## src/rtl/dma_wr_ack_gate.sv

```systemverilog
module dma_wr_ack_gate #(
  parameter int CH_W = 4
) (
  input  logic            clk,
  input  logic            rst_n,
  input  logic            cfg_remote_en,
  input  logic            cfg_notify_each,
  input  logic            wr_done,
  input  logic            wr_last,
  input  logic [CH_W-1:0] wr_chan,
  input  logic            sys_ack,
  output logic            wr_ready,
  output logic            ext_req,
  output logic            int_done,
  output logic            sb_last,
  output logic [CH_W-1:0] sb_chan,
  output logic            xfer_cmpl
);

  logic            req_q;
  logic            start_q;
  logic            cmpl_q;
  logic            last_q;
  logic [CH_W-1:0] chan_q;

  wire take      = wr_done && !req_q;
  wire notify    = take && cfg_remote_en && (cfg_notify_each || wr_last);
  wire local_end = take && !cfg_remote_en && wr_last;
  wire ack_hit   = req_q && sys_ack;

  always_ff @(posedge clk) begin
    if (!rst_n) begin
      req_q   <= 1'b0;
      start_q <= 1'b0;
      cmpl_q  <= 1'b0;
      last_q  <= 1'b0;
      chan_q  <= '0;
    end else begin
      start_q <= notify;
      cmpl_q  <= local_end || (ack_hit && last_q);
      if (notify) begin
        req_q  <= 1'b1;
        last_q <= wr_last;
        chan_q <= wr_chan;
      end else if (ack_hit) begin
        req_q <= 1'b0;
      end
    end
  end

  assign wr_ready  = !req_q;
  assign ext_req   = req_q;
  assign int_done  = start_q;
  assign sb_last   = last_q;
  assign sb_chan   = chan_q;
  assign xfer_cmpl = cmpl_q;

endmodule

```

## config.mk

```make
export PLATFORM = sky130hd
export DESIGN_NAME = dma_wr_ack_gate
export DESIGN_NICKNAME = d
export VERILOG_FILES = /design/src/rtl/dma_wr_ack_gate.sv
export SDC_FILE = /design/constraint.sdc
export NUM_CORES = 1
export LEC_CHECK = 0
export ABC_CLOCK_PERIOD_IN_PS = 1000
export CAP_MARGIN = 20
export CELL_PAD_IN_SITES_DETAIL_PLACEMENT = 1
export CELL_PAD_IN_SITES_GLOBAL_PLACEMENT = 1
export CORE_MARGIN = 2
export CORE_UTILIZATION = 23
export CTS_CLUSTER_DIAMETER = 150
export DETAILED_ROUTE_END_ITERATION = 8
export MAX_ROUTING_LAYER = met4
export PLACE_DENSITY = 0.76
export SETUP_SLACK_MARGIN = 0.5
export SLEW_MARGIN = 30
export SYNTH_ARGS = -nofsm -noshare
export SYNTH_HDL_FRONTEND = slang
export SYNTH_SLANG_ARGS = --single-unit
export TNS_END_PERCENT = 5
```

## constraint.sdc

```tcl
create_clock -name clk -period 1 [get_ports clk]
set_clock_uncertainty 0.15 [all_clocks]
set_input_delay 0.1 -clock clk [delete_from_list [all_inputs] [get_ports clk]]
set_output_delay 0.1 -clock clk [all_outputs]
set_load 0.02 [all_outputs]
```

; Yosys cells after proc, flatten, opt, wreduce, memory -nomap -nowiden
; Index checks and enable logic that the tools add are counted.
[totals]
inputBits = 11
output_inout_bits = 9
elab_cells = 19
register_bits = 8
[op_classes]
muxes = 2
reduce_logical = 12
[op_table]
columns = cell, n
row1 = 1-bit logical AND, 7
row2 = 1-bit logical NOT, 2
row3 = 1-bit logical OR, 2
row4 = 1-bit two-way mux, 2
row5 = 2-bit nonzero test, 1

; Longest topological paths before layout
[logic_depth]
depth_word = 5
ltp_mapped = 3
ltp_nobuf = 3

; Worst setup path before layout
; Ideal clock, no wire load.
[synth_timing]
kind = register to register
start = reg req_q (netlist: ext_req)
end = reg req_q (netlist: ext_req)
path_stages_with_launch = 4
arrival_ps = 934
synth_period_minus_slack_ps = 1142
t_required_ps = 792
setup_ps = 58
path_buffers = 0
path_slack_ps = -142
cell_sequence = dfxtp_1 -> inv_1 -> nor2_1 -> o21a_1
[synth_between]
elab_chain_len = 5
[synth_rtl]
columns = item, line
row1 = from (decl), 20  ; logic req_q;
row2 = from (signal assigned), 33  ; req_q <= 1'b0;
row3 = from (signal assigned), 42  ; req_q <= 1'b1;
row4 = from (signal assigned), 46  ; req_q <= 1'b0;
row5 = 1-bit logical NOT (*), n/a
row6 = named net wr_ready, 12  ; output logic wr_ready,
row7 = 1-bit logical AND (*), 26  ; wire take = wr_done && !req_q;
row8 = 1-bit logical AND (*) (2 in a row), 27  ; wire notify = take && cfg_remote_en && (cfg_notify_each || wr_last);
row9 = 1-bit two-way mux or 2-bit nonzero test (tied branches), n/a
; The timed path passes the listed nets; every way through them passes the cells marked *.
; A chain may end at the register's enable or synchronous reset.

; Worst setup path in the final report
[layout_timing]
start = reg req_q (netlist: ext_req)
end = reg chan_q[2] (netlist: sb_chan[2])
[layout_between]
elab_chain_len = 4
[layout_rtl]
columns = item, line
row1 = 1-bit logical NOT, 26
row2 = 1-bit logical AND, 26
row3 = 1-bit logical AND (2 in a row), 27
row4 = to (signal assigned), 44  ; chan_q <= wr_chan;
row5 = to (decl), 24  ; logic [CH_W-1:0] chan_q;
; No other way between the ends.

==> run metrics <==
status complete, but fails checks; failing checks negative setup slack; die area 1710 um^2; Setup Fix Bufs, Post-CTS 0; WS Path Type reg -> reg; final slew viol count 0; Syn Area/Cell 9.74 um^2; final antenna diode count 0; row count 13; Worst Max-Slew Pin Slew 228 ps; DP Area ~570 um^2; sequential share of the synthesized area 0.498; FF+latch area 169 um^2; io pins 20; post-route ant nets 0; met1 usage 0.117; Hold Crit Depth 4; reg-to-reg endpoint sb_chan[2]; final WL 810 um; Unique masters post-synth 13; Total GRT Usage 0.130; most heavily used metal layer in global routing met2; worst hold path startpoint wr_last; CTS tree yes; Hold Path Class in -> reg; CP startpoint kind register; area of the multi-input gates 159 um^2; CP cell instances buf_6, nor2_4, mux2i_1; first-pass GRT wire length 1310 um; YS warnings 0; Remaining Overflow, GRT 0; clk buf depth 2; CP Data Required Time 1020 ps; final worst setup slack -123 ps; unrepaired setup endpoints after global routing yes; Final Net Count 72; Clk Latency, worst-skew pair between 200 and 300 ps; cell count after synthesis 33; Post-Syn Nets 44; vias in the first global route 338; final cell utilization of the core 0.468; HPWL after DPL 595 um; WL/cell 10.8 um; global routing met3 resource utilization 0.0638; Final period util 1.12; R2R setup slack -120 ps; clk root buf clkbuf_4; CORE AREA 1300 um^2; CTS hold repair buffers 0; Clock Sinks 8; Static Leakage 0.000258 uW; crit end category register; DRC viols 0; gpl congestion 0.649; Arrival @ worst endpoint 1150 ps; crit path max fanout 7; Reg2Reg Depth 3; Power Density 1260 nW/um^2; total power 769 uW; met2 Usage GRT 0.223; hold endpoint sb_last; die height 41.4 um; initial antenna violation count 0; CTS clk-pin slew, worst paths around 60 ps; # H-tree levels 1; Die Span X 41.4 um; CTS Buf Count 3; detailed-route via count 321; final period demand of the worst path 1120 ps; first-pass detailed-route iteration total 1; flops & latches, synth 8; reg2reg start ext_req; vias per cell 4.28; share of layout cells above drive strength 1 0.450; Syn Std Cell Area 322 um^2; filler cell count around 170; final hold vios 0; peak supply drop 0.683 mV; Initial Utilization 0.247; Buffers on Ports 19; CP max stage delay 350 ps; max-cap viol count 0; largest net degree at the start of global routing 14; CP max-delay cell dfxtp_4; area grow syn2layout 89.5%; initial drt markers 0; Setup-failing EPs final 10; relative slew slack 0.848; Final Cell Area 609 um^2; Peak Freq 0.890 GHz
==> worst max path at each step <==
stage / slack, ps / start / end / depth (start not counted)
floorplan: 20 / ext_req / xfer_cmpl / 3
global placement: -390 / wr_last / sb_last / 4
detailed placement: -420 / cfg_remote_en / sb_chan[2] / 4
CTS: -140 / ext_req / sb_last / 3
finish: -120 / ext_req / sb_chan[2] / 3
global route: -190 / ext_req / sb_chan[2] / 3
==> through the flow <==
| step | setup TNS [ps] | hold WS (ps) | setup WS, ps | instances |
|---|---|---|---|---|
| 2_1_floorplan | 0 | 92.1 | 19.9 | 33 |
| 3_3_place_gp | -4180 | 301 | -394 | 71 |
| 3_5_place_dp | -4450 | 307 | -423 | 71 |
| 4_1_cts | -929 | 232 | -145 | 75 |
| 5_1_grt | -1400 | 257 | -192 | 75 |
| 6_report | -795 | 238 | -123 | 75 |
==> cells in the mapped netlist, drive strengths merged <==
master / instances / area (um^2)
a31oi: 1 / 6.26
and2: 1 / 7.51
buf: 1 / 5.00
dfxtp: 8 / 160
inv: 1 / 3.75
mux2i: 5 / 50.1
nand2: 10 / 37.5
nor2: 2 / 15.0
nor2b: 1 / 6.26
nor4bb: 1 / 10.0
o211ai: 1 / 12.5
o21a: 1 / 7.51
==> kinds of logic (layout without fill, tap and decap cells) <==
| group | Yosys count | in the layout | share of synthesized area |
|---|---|---|---|
| compound gates | 3 | 3 | 0.0817 |
| buf+inv | 2 | 29 | 0.0272 |
| flops | 8 | 8 | 0.498 |
| mux | 5 | 5 | 0.156 |
| simple gates | 15 | 15 | 0.237 |
==> area by class of cell <==
| class | count | area share |
|---|---|---|
| Timing Repair Buffer | 24 | 0.382 |
| Sequential cell | 8 | 0.277 |
| Multi-Input combinational cell | 23 | 0.261 |
| Clock buffer | 4 | 0.0431 |
| Tap cell | 15 | 0.0308 |
| Inverter | 1 | 0.00616 |
==> layer usage <==
metal  vias to the layer above  routed length (um)
met1                       140                 340
met3                         2                  77
met2                        15                 386
met4                         0                   6
li1                        164                   -
met5                         -                   0
==> registers in the layout (all words and copies together), names as in the netlist <==
signal,count
xfer_cmpl,1
sb_last,1
int_done,1
ext_req,1
sb_chan,4
==> report_power, final <==
part           total, uW  switching, uW  internal (uW)
sequential           344           10.6            334
clock                271            118            153
combinational        154           63.6           90.8
total                769            192            577
==> what timing repair did <==
item                                    in CTS  in global routing
endpoints found under the setup margin      17                 17
resized for setup                           57                  4
pin swaps                                    2                  0
==> cell usage in the layout (no fill, tap or decap), drive strengths merged, types with 2 or more instances in the layout <==
master / instances
buf: 14
nand2: 10
mux2i: 5
clkbuf: 4
dfxtp: 8
clkdlybuf4s50: 7
nor2: 2
dlygate4sd2: 3
==> worst max-delay path: cells and delay by family (launching register included) <==
family	cells	cell delay, ps
buffers and inverters	1	120
multiplexers	1	220
AND/OR/NAND/NOR	1	190
flip-flops	1	350
Power figures use the tool's default switching activity.
